$ cat config.mk
export PLATFORM = sky130hd
export DESIGN_NAME = tpat_gen
export DESIGN_NICKNAME = d
export VERILOG_FILES = /design/src/rtl/tpg_pkg.sv /design/src/rtl/tpg_raster.sv /design/src/rtl/tpg_coord.sv /design/src/rtl/tpg_scroll.sv /design/src/rtl/tpg_pixel.sv /design/src/rtl/tpat_gen.sv
export SDC_FILE = /design/constraint.sdc
export NUM_CORES = 1
export LEC_CHECK = 0
export BUFFER_PORTS_ARGS = -buffer_cell sky130_fd_sc_hd__buf_4
export CAP_MARGIN = 20
export CORE_MARGIN = 2
export CORE_UTILIZATION = 38
export CTS_CLUSTER_SIZE = 20
export DETAILED_ROUTE_END_ITERATION = 10
export PLACE_DENSITY = 0.56
export SKIP_CTS_REPAIR_TIMING = 1
export SYNTH_ARGS = -nofsm -noshare
export SYNTH_HDL_FRONTEND = slang
export SYNTH_HIERARCHICAL = 1
export SYNTH_SLANG_ARGS = --single-unit
$ cat constraint.sdc
create_clock -name clk -period 4.5 [get_ports clk]
set_input_delay 1.35 -clock clk [delete_from_list [all_inputs] [get_ports clk]]
set_output_delay 1.35 -clock clk [all_outputs]
set_load 0.05 [all_outputs]
$ cat src/rtl/tpg_pkg.sv
package tpg_pkg;

   localparam int NUM_PAT = 4;
   localparam int PAT_W   = 2;
   localparam int CH_W    = 8;
   localparam int RGB_W   = 3 * CH_W;

   typedef enum logic [PAT_W-1:0] {
      PAT_CHECK = 2'd0,
      PAT_COLS  = 2'd1,
      PAT_SOLID = 2'd2,
      PAT_RAMP  = 2'd3
   } pat_e;

endpackage

$ cat src/rtl/tpg_raster.sv
module tpg_raster #(
   parameter int H_TOTAL  = 136,
   parameter int H_ACTIVE = 130,
   parameter int HSYNC_W  = 2,
   parameter int V_TOTAL  = 12,
   parameter int V_ACTIVE = 10,
   parameter int VSYNC_W  = 2
) (
   input  logic clk,
   input  logic rst_n,
   output logic de,
   output logic hs,
   output logic vs
);

   localparam int HW = $clog2(H_TOTAL);
   localparam int VW = $clog2(V_TOTAL);

   logic [HW-1:0] h_cnt;
   logic [VW-1:0] v_cnt;
   logic          line_end;

   assign line_end = (h_cnt == HW'(H_TOTAL - 1));

   always_ff @(posedge clk or negedge rst_n) begin
      if (!rst_n) begin
         h_cnt <= '0;
         v_cnt <= '0;
      end else if (line_end) begin
         h_cnt <= '0;
         v_cnt <= (v_cnt == VW'(V_TOTAL - 1)) ? '0 : v_cnt + 1'b1;
      end else begin
         h_cnt <= h_cnt + 1'b1;
      end
   end

   assign de = (h_cnt < HW'(H_ACTIVE)) && (v_cnt < VW'(V_ACTIVE));
   assign hs = (h_cnt >= HW'(H_TOTAL - HSYNC_W));
   assign vs = (v_cnt >= VW'(V_TOTAL - VSYNC_W));

   // counters stay inside the configured raster
   a_r3_h_in_range: assert property (@(posedge clk) disable iff (!rst_n)
      {1'b0, h_cnt} < (HW+1)'(H_TOTAL));
   a_r3_v_in_range: assert property (@(posedge clk) disable iff (!rst_n)
      {1'b0, v_cnt} < (VW+1)'(V_TOTAL));
   // a frame start always falls on the first clock of a line
   a_r3_vs_line_aligned: assert property (@(posedge clk) disable iff (!rst_n)
      $rose(vs) |-> (h_cnt == '0));

endmodule

$ cat src/rtl/tpg_coord.sv
module tpg_coord #(
   parameter int XW = 9,
   parameter int YW = 5
) (
   input  logic          clk,
   input  logic          rst_n,
   input  logic          de,
   input  logic          vs,
   output logic [XW-1:0] col,
   output logic          row_bit0,
   output logic          row_bit3,
   output logic          frame_start
);

   logic [YW-1:0] row_q;
   logic          de_q;
   logic          vs_q;

   assign frame_start = vs & ~vs_q;
   assign row_bit0    = row_q[0];
   assign row_bit3    = row_q[3];

   always_ff @(posedge clk or negedge rst_n) begin
      if (!rst_n) begin
         col   <= '0;
         row_q <= '0;
         de_q  <= 1'b0;
         vs_q  <= 1'b0;
      end else begin
         de_q <= de;
         vs_q <= vs;
         if (!de)
            col <= '0;
         else if (col != '1)
            col <= col + 1'b1;
         if (frame_start)
            row_q <= '0;
         else if (de_q && !de && row_q != '1)
            row_q <= row_q + 1'b1;
      end
   end

   // the first active pixel of every run sits at column 0
   a_r4_col_restart: assert property (@(posedge clk) disable iff (!rst_n)
      $rose(de_q) |-> (col == XW'(1)));

endmodule

$ cat src/rtl/tpg_scroll.sv
module tpg_scroll
   import tpg_pkg::*;
#(
   parameter int FRAME_W = 8
) (
   input  logic               clk,
   input  logic               rst_n,
   input  logic               frame_start,
   input  logic               auto_en,
   input  logic [PAT_W-1:0]   sel,
   input  logic [NUM_PAT-1:0] en,
   input  logic [FRAME_W-1:0] frames,
   output logic [PAT_W-1:0]   pat
);

   logic [FRAME_W-1:0] fcnt;
   logic [FRAME_W:0]   limit;
   logic [FRAME_W:0]   fcnt_inc;
   logic               due;
   logic [PAT_W-1:0]   next_pat;

   assign limit    = (frames == '0) ? (FRAME_W+1)'(1) : {1'b0, frames};
   assign fcnt_inc = {1'b0, fcnt} + (FRAME_W+1)'(1);
   assign due      = (fcnt_inc >= limit);

   // nearest enabled code after the current one, wrapping; unchanged if none
   always_comb begin
      logic found;
      logic [PAT_W-1:0] cand;
      found    = 1'b0;
      next_pat = pat;
      for (int k = 1; k <= NUM_PAT; k++) begin
         cand = pat + PAT_W'(k);
         if (!found && en[cand]) begin
            next_pat = cand;
            found    = 1'b1;
         end
      end
   end

   always_ff @(posedge clk or negedge rst_n) begin
      if (!rst_n) begin
         pat  <= PAT_CHECK;
         fcnt <= '0;
      end else if (frame_start) begin
         if (!auto_en) begin
            pat  <= sel;
            fcnt <= '0;
         end else if (due) begin
            pat  <= next_pat;
            fcnt <= '0;
         end else begin
            fcnt <= fcnt_inc[FRAME_W-1:0];
         end
      end
   end

   // the pattern is frozen between frame starts
   a_r12_hold_mid_frame: assert property (@(posedge clk) disable iff (!rst_n)
      !frame_start |=> $stable(pat));
   // with auto-scroll off the select input is taken at the frame start
   a_r12_sel_load: assert property (@(posedge clk) disable iff (!rst_n)
      (frame_start && !auto_en) |=> (pat == $past(sel)));
   // an advance always lands on an enabled code
   a_r13_lands_enabled: assert property (@(posedge clk) disable iff (!rst_n)
      (frame_start && auto_en && due && en != '0) |=> ((($past(en) >> pat) & 4'd1) != 4'd0));
   // an empty mask freezes the pattern
   a_r14_empty_mask: assert property (@(posedge clk) disable iff (!rst_n)
      (auto_en && en == '0) |=> $stable(pat));

endmodule

$ cat src/rtl/tpg_pixel.sv
module tpg_pixel
   import tpg_pkg::*;
#(
   parameter int H_ACTIVE = 130,
   parameter int XW       = 9
) (
   input  logic [XW-1:0]    col,
   input  logic             row_bit0,
   input  logic             row_bit3,
   input  logic [PAT_W-1:0] pat,
   input  logic             scale8,
   input  logic             custom,
   input  logic             depth18,
   input  logic             invert,
   input  logic [RGB_W-1:0] color,
   output logic [RGB_W-1:0] rgb
);

   localparam int unsigned STEP_FULL = (H_ACTIVE / 256 < 1) ? 1 : H_ACTIVE / 256;
   localparam int unsigned STEP_SIX  = (H_ACTIVE / 64 < 1) ? 1 : H_ACTIVE / 64;

   logic             cpar;
   logic             rpar;
   logic [31:0]      q_full;
   logic [31:0]      q_six;
   logic [CH_W-1:0]  gray;
   logic [RGB_W-1:0] lit;
   logic [RGB_W-1:0] base;
   logic [CH_W-1:0]  ch_mask;

   assign cpar    = scale8 ? col[3] : col[0];
   assign rpar    = scale8 ? row_bit3 : row_bit0;
   assign lit     = custom ? color : '1;
   assign ch_mask = depth18 ? 8'hFC : 8'hFF;

   always_comb begin
      q_full = 32'(col) / STEP_FULL;
      q_six  = 32'(col) / STEP_SIX;
      if (depth18)
         gray = (q_six > 32'd63) ? 8'hFC : {q_six[5:0], 2'b00};
      else
         gray = (q_full > 32'd255) ? 8'hFF : q_full[7:0];
   end

   always_comb begin
      case (pat)
         PAT_CHECK: base = (cpar ^ rpar) ? '0 : lit;
         PAT_COLS:  base = cpar ? '0 : lit;
         PAT_SOLID: base = color;
         default:   base = {gray, gray, gray};
      endcase
   end

   for (genvar ch = 0; ch < 3; ch++) begin : g_chan
      assign rgb[ch*CH_W +: CH_W] =
         (invert ? ~base[ch*CH_W +: CH_W] : base[ch*CH_W +: CH_W]) & ch_mask;
   end

endmodule

$ cat src/rtl/tpat_gen.sv
module tpat_gen
   import tpg_pkg::*;
#(
   parameter int H_TOTAL        = 136,
   parameter int H_ACTIVE       = 130,
   parameter int HSYNC_W        = 2,
   parameter int V_TOTAL        = 12,
   parameter int V_ACTIVE       = 10,
   parameter int VSYNC_W        = 2,
   parameter int FRAME_W        = 8,
   parameter bit HAS_INT_TIMING = 1'b1
) (
   input  logic               clk,
   input  logic               rst_n,
   input  logic               cfg_scale8,
   input  logic               cfg_custom,
   input  logic               cfg_depth18,
   input  logic               cfg_int_timing,
   input  logic               cfg_invert,
   input  logic               cfg_autoscroll,
   input  logic [1:0]         cfg_pat_sel,
   input  logic [3:0]         cfg_pat_en,
   input  logic [FRAME_W-1:0] cfg_frames,
   input  logic [23:0]        cfg_color,
   input  logic               ext_de,
   input  logic               ext_hs,
   input  logic               ext_vs,
   output logic               out_de,
   output logic               out_hs,
   output logic               out_vs,
   output logic [23:0]        out_rgb
);

   localparam int XW = $clog2(H_TOTAL) + 1;
   localparam int YW = $clog2(V_TOTAL) + 1;

   if (H_TOTAL < 8 || V_TOTAL < 8)
      $error("tpat_gen: raster must be at least 8x8");
   if (H_ACTIVE < 1 || H_ACTIVE >= H_TOTAL || V_ACTIVE < 1 || V_ACTIVE >= V_TOTAL)
      $error("tpat_gen: active area must fit inside the total raster");
   if (HSYNC_W < 1 || HSYNC_W > H_TOTAL - H_ACTIVE)
      $error("tpat_gen: hsync must fit in horizontal blanking");
   if (VSYNC_W < 1 || VSYNC_W > V_TOTAL - V_ACTIVE)
      $error("tpat_gen: vsync must fit in vertical blanking");
   if (FRAME_W < 1)
      $error("tpat_gen: frame counter needs at least one bit");

   logic int_de, int_hs, int_vs, use_int;
   logic src_de, src_hs, src_vs;

   if (HAS_INT_TIMING) begin : g_int
      tpg_raster #(
         .H_TOTAL (H_TOTAL),  .H_ACTIVE(H_ACTIVE), .HSYNC_W(HSYNC_W),
         .V_TOTAL (V_TOTAL),  .V_ACTIVE(V_ACTIVE), .VSYNC_W(VSYNC_W)
      ) u_raster (
         .clk(clk), .rst_n(rst_n), .de(int_de), .hs(int_hs), .vs(int_vs)
      );
      assign use_int = cfg_int_timing;
   end else begin : g_no_int
      assign int_de  = 1'b0;
      assign int_hs  = 1'b0;
      assign int_vs  = 1'b0;
      assign use_int = 1'b0;
   end

   assign src_de = use_int ? int_de : ext_de;
   assign src_hs = use_int ? int_hs : ext_hs;
   assign src_vs = use_int ? int_vs : ext_vs;

   logic [XW-1:0]    col;
   logic             row_bit0, row_bit3, frame_start;
   logic [PAT_W-1:0] pat;
   logic [RGB_W-1:0] pix;

   tpg_coord #(.XW(XW), .YW(YW)) u_coord (
      .clk(clk), .rst_n(rst_n), .de(src_de), .vs(src_vs),
      .col(col), .row_bit0(row_bit0), .row_bit3(row_bit3),
      .frame_start(frame_start)
   );

   tpg_scroll #(.FRAME_W(FRAME_W)) u_scroll (
      .clk(clk), .rst_n(rst_n), .frame_start(frame_start),
      .auto_en(cfg_autoscroll), .sel(cfg_pat_sel), .en(cfg_pat_en),
      .frames(cfg_frames), .pat(pat)
   );

   tpg_pixel #(.H_ACTIVE(H_ACTIVE), .XW(XW)) u_pixel (
      .col(col), .row_bit0(row_bit0), .row_bit3(row_bit3), .pat(pat),
      .scale8(cfg_scale8), .custom(cfg_custom), .depth18(cfg_depth18),
      .invert(cfg_invert), .color(cfg_color), .rgb(pix)
   );

   always_ff @(posedge clk or negedge rst_n) begin
      if (!rst_n) begin
         out_de  <= 1'b0;
         out_hs  <= 1'b0;
         out_vs  <= 1'b0;
         out_rgb <= '0;
      end else begin
         out_de  <= src_de;
         out_hs  <= src_hs;
         out_vs  <= src_vs;
         out_rgb <= src_de ? pix : '0;
      end
   end

   // external timing passes through with one clock of delay
   a_r2_follow_ext: assert property (@(posedge clk) disable iff (!rst_n)
      !cfg_int_timing |=> (out_de == $past(ext_de) && out_hs == $past(ext_hs)
                           && out_vs == $past(ext_vs)));
   // reduced depth never drives the two low bits of a channel
   a_r9_low_bits_zero: assert property (@(posedge clk) disable iff (!rst_n)
      cfg_depth18 |=> ((out_rgb & 24'h030303) == '0));
   // blanking is black
   a_r11_blank_black: assert property (@(posedge clk) disable iff (!rst_n)
      !out_de |-> (out_rgb == '0));

endmodule

==> impl_metrics.csv <==
group,metric,value,unit
outcome,status,"finished, final reports clean",
floorplanning,start_util,0.388,
grt,grt_usage,0.155,
sta,rsz0062_at_grt,"no",
min_path,min_path_type,"reg -> reg",
setup_path,worstPathRequired,4.72,ns
synth,yosysTopAreaCell,"dfrtp_1",
grt,grt_max_degree,66,
grt,antenna_found_initial,0,
sta,min_period_over_period,0.654,
floorplanning,ios,76,
sta,setup_tns,0,ns
synth,synth_seq_area_share,0.412,
cells_and_area,final_cells,602,
routing,num_vias,3013,
grt,grt_pass1_vias,2847,
power_and_ir_drop,peakVddDrop,0.278,mV
synth,ys_warn_count,6,
setup_path,criticalPathCategory,"in -> reg",
grt,grt_pass1_wl,13.8,mm
routing,wl_per_cell,13.7,um
floorplanning,die_h,106,um
setup_path,worstSetupEndpointType,"flip-flop",
placement,port_buffers,75,
floorplanning,core,0.0102,mm^2
placement,hpwlAfterDp,6.07,mm
setup_path,worst-endpoint-arrival,3.17,ns
routing,drt_iter0_markers,95,
power_and_ir_drop,p_total,0.00237,W
setup_path,ff2ff_setup_slack,1.75,ns
cts,clk_latency,0.33,ns
floorplanning,rows,37,
cts,clock-sinks,65,
min_path,holdCritStartpoint,"g_int.u_raster/h_cnt[6]",
routing,ant_nets,0,
synth,synth_cells,390,
setup_path,slowest_delay,0.37,ns
setup_path,cpLargestDelayFamily,"compound AO/OA/AOI/OAI gates",
cts,clk_pin_slew,0.07,ns
synth,synth_cell_types,64,
synth,synth_edf_count,0,
cts,cts_buffer_depth,2,
cts,tritoncts,"done",
sta,maxSlewHeadroom,0.334,
synth,yosys-top-cells-area,"dfrtp_1 41%, xnor2_1 6.2%, ha_1 5.1%",
sta,period_needed,2.95,ns
routing,drt-total-wl,8.22,mm
placement,dp_worst_setup_slack,1.16,ns
cells_and_area,seq_area,0.00163,mm^2
flow_run,maxCapViolCount,0,
synth,synth_area_per_cell,10.1,um^2
cells_and_area,multi_input_area,0.00213,mm^2
synth,synthFlopType,"dfrtp_1",
synth,netlist_area,0.00395,mm^2
placement,place.gp.congestion,0.795,
cts,h-tree-depth,3,
synth,synth_fp_nets,455,
cells_and_area,nFillCells,1017,
sta,finalHoldViolCount,0,
setup_path,crit_slowest_cell,"a211o_2",
setup_path,critPathLaunchType,"input port",
cts,clockRootBuffer,"clkbuf_8",
cells_and_area,drive_gt1_frac,0.253,
cells_and_area,nets,528,
synth,ys_ff_latch,65,
setup_path,r2r_cells,9,
min_path,holdPathEnd,"g_int.u_raster/h_cnt[6]",
setup_path,r2r-end,"u_coord/row_q[3]",
setup_path,r2r_start,"g_int.u_raster/h_cnt[3]",
sta,setup_violations,0,
cells_and_area,area_delta_synth_final,20.7,%
floorplanning,die_area,0.0112,mm^2
min_path,min_path_cells,1,
routing,post_drt_via_cell_ratio,5.00,
power_and_ir_drop,p_leak,2.13,nW
setup_path,crit_buf_inv,1,
routing,drc,0,
synth,synthDominantCellAreaShare,0.412,
routing,first_pass_iters,4,
placement,place_inst,588,
sta,finClkSkew,0.00708,ns
cts,numCtsBuffers,9,
sta,worstMarginPinSlew,0.998,ns
power_and_ir_drop,p_per_area,498,mW/mm^2
synth,synthArstFlopShare,1.00,
setup_path,path_cells,"buf_4 > nor4_1 > a41o_1 > ha_1 > nand2b_1 > nand3_1 > a211o_2 > a21oi_2 > mux2_2",
floorplanning,chipWidth,106,um
sta,final_max_slew_viol_count,0,
cells_and_area,antenna_cells,0,
grt,overflow,0,
sta,setup_ws,1.55,ns
setup_path,crit_fanout,7,
sta,clock.fmax,0.340,GHz
-- layout by cell type, fill, tap and decap left out, types with 6 or more instances in the layout --
master	count
xor2_1	7
dfrtp_1	65
nand2_1	16
buf_4	78
nor2b_1	30
nor2_1	27
nand3_1	15
ha_1	16
mux2i_1	14
o31ai_1	6
xnor2_1	28
o21ai_0	13
inv_1	22
clkbuf_8	11
a21oi_1	6
o211ai_1	22
-- metrics by stage --
step	hold WS, ns	util	area [um^2]
4_1_cts	0.503	0.468	4760
5_1_grt	0.518	0.468	4760
6_report	0.506	0.468	4760
2_1_floorplan	0.467	-	3950
3_3_place_gp	0.498	0.452	4600
3_5_place_dp	0.490	0.452	4600
-- report_power, final --
part / internal, W / switching [W]
combinational: 0.000455 / 0.000674
sequential: 0.000711 / 0.000107
clock: 0.000225 / 0.000201
total: 0.00139 / 0.000981
-- sequential cells by signal, indices dropped and copies added, names as in the netlist, 2 cells and up --
name / count
out_rgb: 24
g_int.u_raster/h_cnt: 8
u_scroll/pat: 2
u_scroll/fcnt: 8
u_coord/row_q: 5
u_coord/col: 9
g_int.u_raster/v_cnt: 4
-- cell usage after synthesis, drive strengths merged (8+ instances only) --
cell	n
nand2	16
nor2b	30
nand3	15
inv	23
xnor2	28
a21oi	8
mux2i	16
nor3b	9
dfrtp	65
o21ai	13
o211ai	22
ha	16
nor2	28
buf	10
-- how the worst max path moves through the flow --
stage,slack [ns],depth (start not counted),endpoint,startpoint
final,1.55,9,u_scroll/pat[1],cfg_frames[4]
after global routing,1.44,9,u_scroll/pat[1],cfg_frames[4]
after CTS,1.53,9,u_scroll/pat[1],cfg_frames[4]
after detailed placement,1.16,9,u_scroll/pat[0],cfg_frames[4]
after global placement,1.25,9,u_scroll/pat[0],cfg_frames[4]
after floorplan,1.37,8,u_scroll/pat[0],cfg_int_timing
-- area by class of cell --
cell class / count / area share
multi-input cells: 286 / 0.448
flip-flops and latches: 65 / 0.341
repair buffers: 78 / 0.123
well taps: 136 / 0.0357
clock buffers: 14 / 0.0341
inverters: 23 / 0.0181
-- kinds of logic after synthesis --
| family | count (synthesis) | synth area share |
|---|---|---|
| flip-flops | 65 | 0.412 |
| AND/OR/NAND/NOR | 134 | 0.200 |
| adder cells (fa/ha/maj) | 16 | 0.0507 |
| multiplexers | 23 | 0.0615 |
| buffers and inverters | 39 | 0.0488 |
| AO/OA/AOI/OAI | 78 | 0.150 |
| XOR/XNOR | 35 | 0.0776 |
-- metal layers --
layer,part of all wire,global-route usage,up-vias
li1,-,-,1520
met5,0,0,-
met2,0.43,0.223,66
met1,0.51,0.220,1408
met4,0.031,0.0808,0
met3,0.037,0.0288,19
Note: power is estimated with default switching activity, not from simulation.
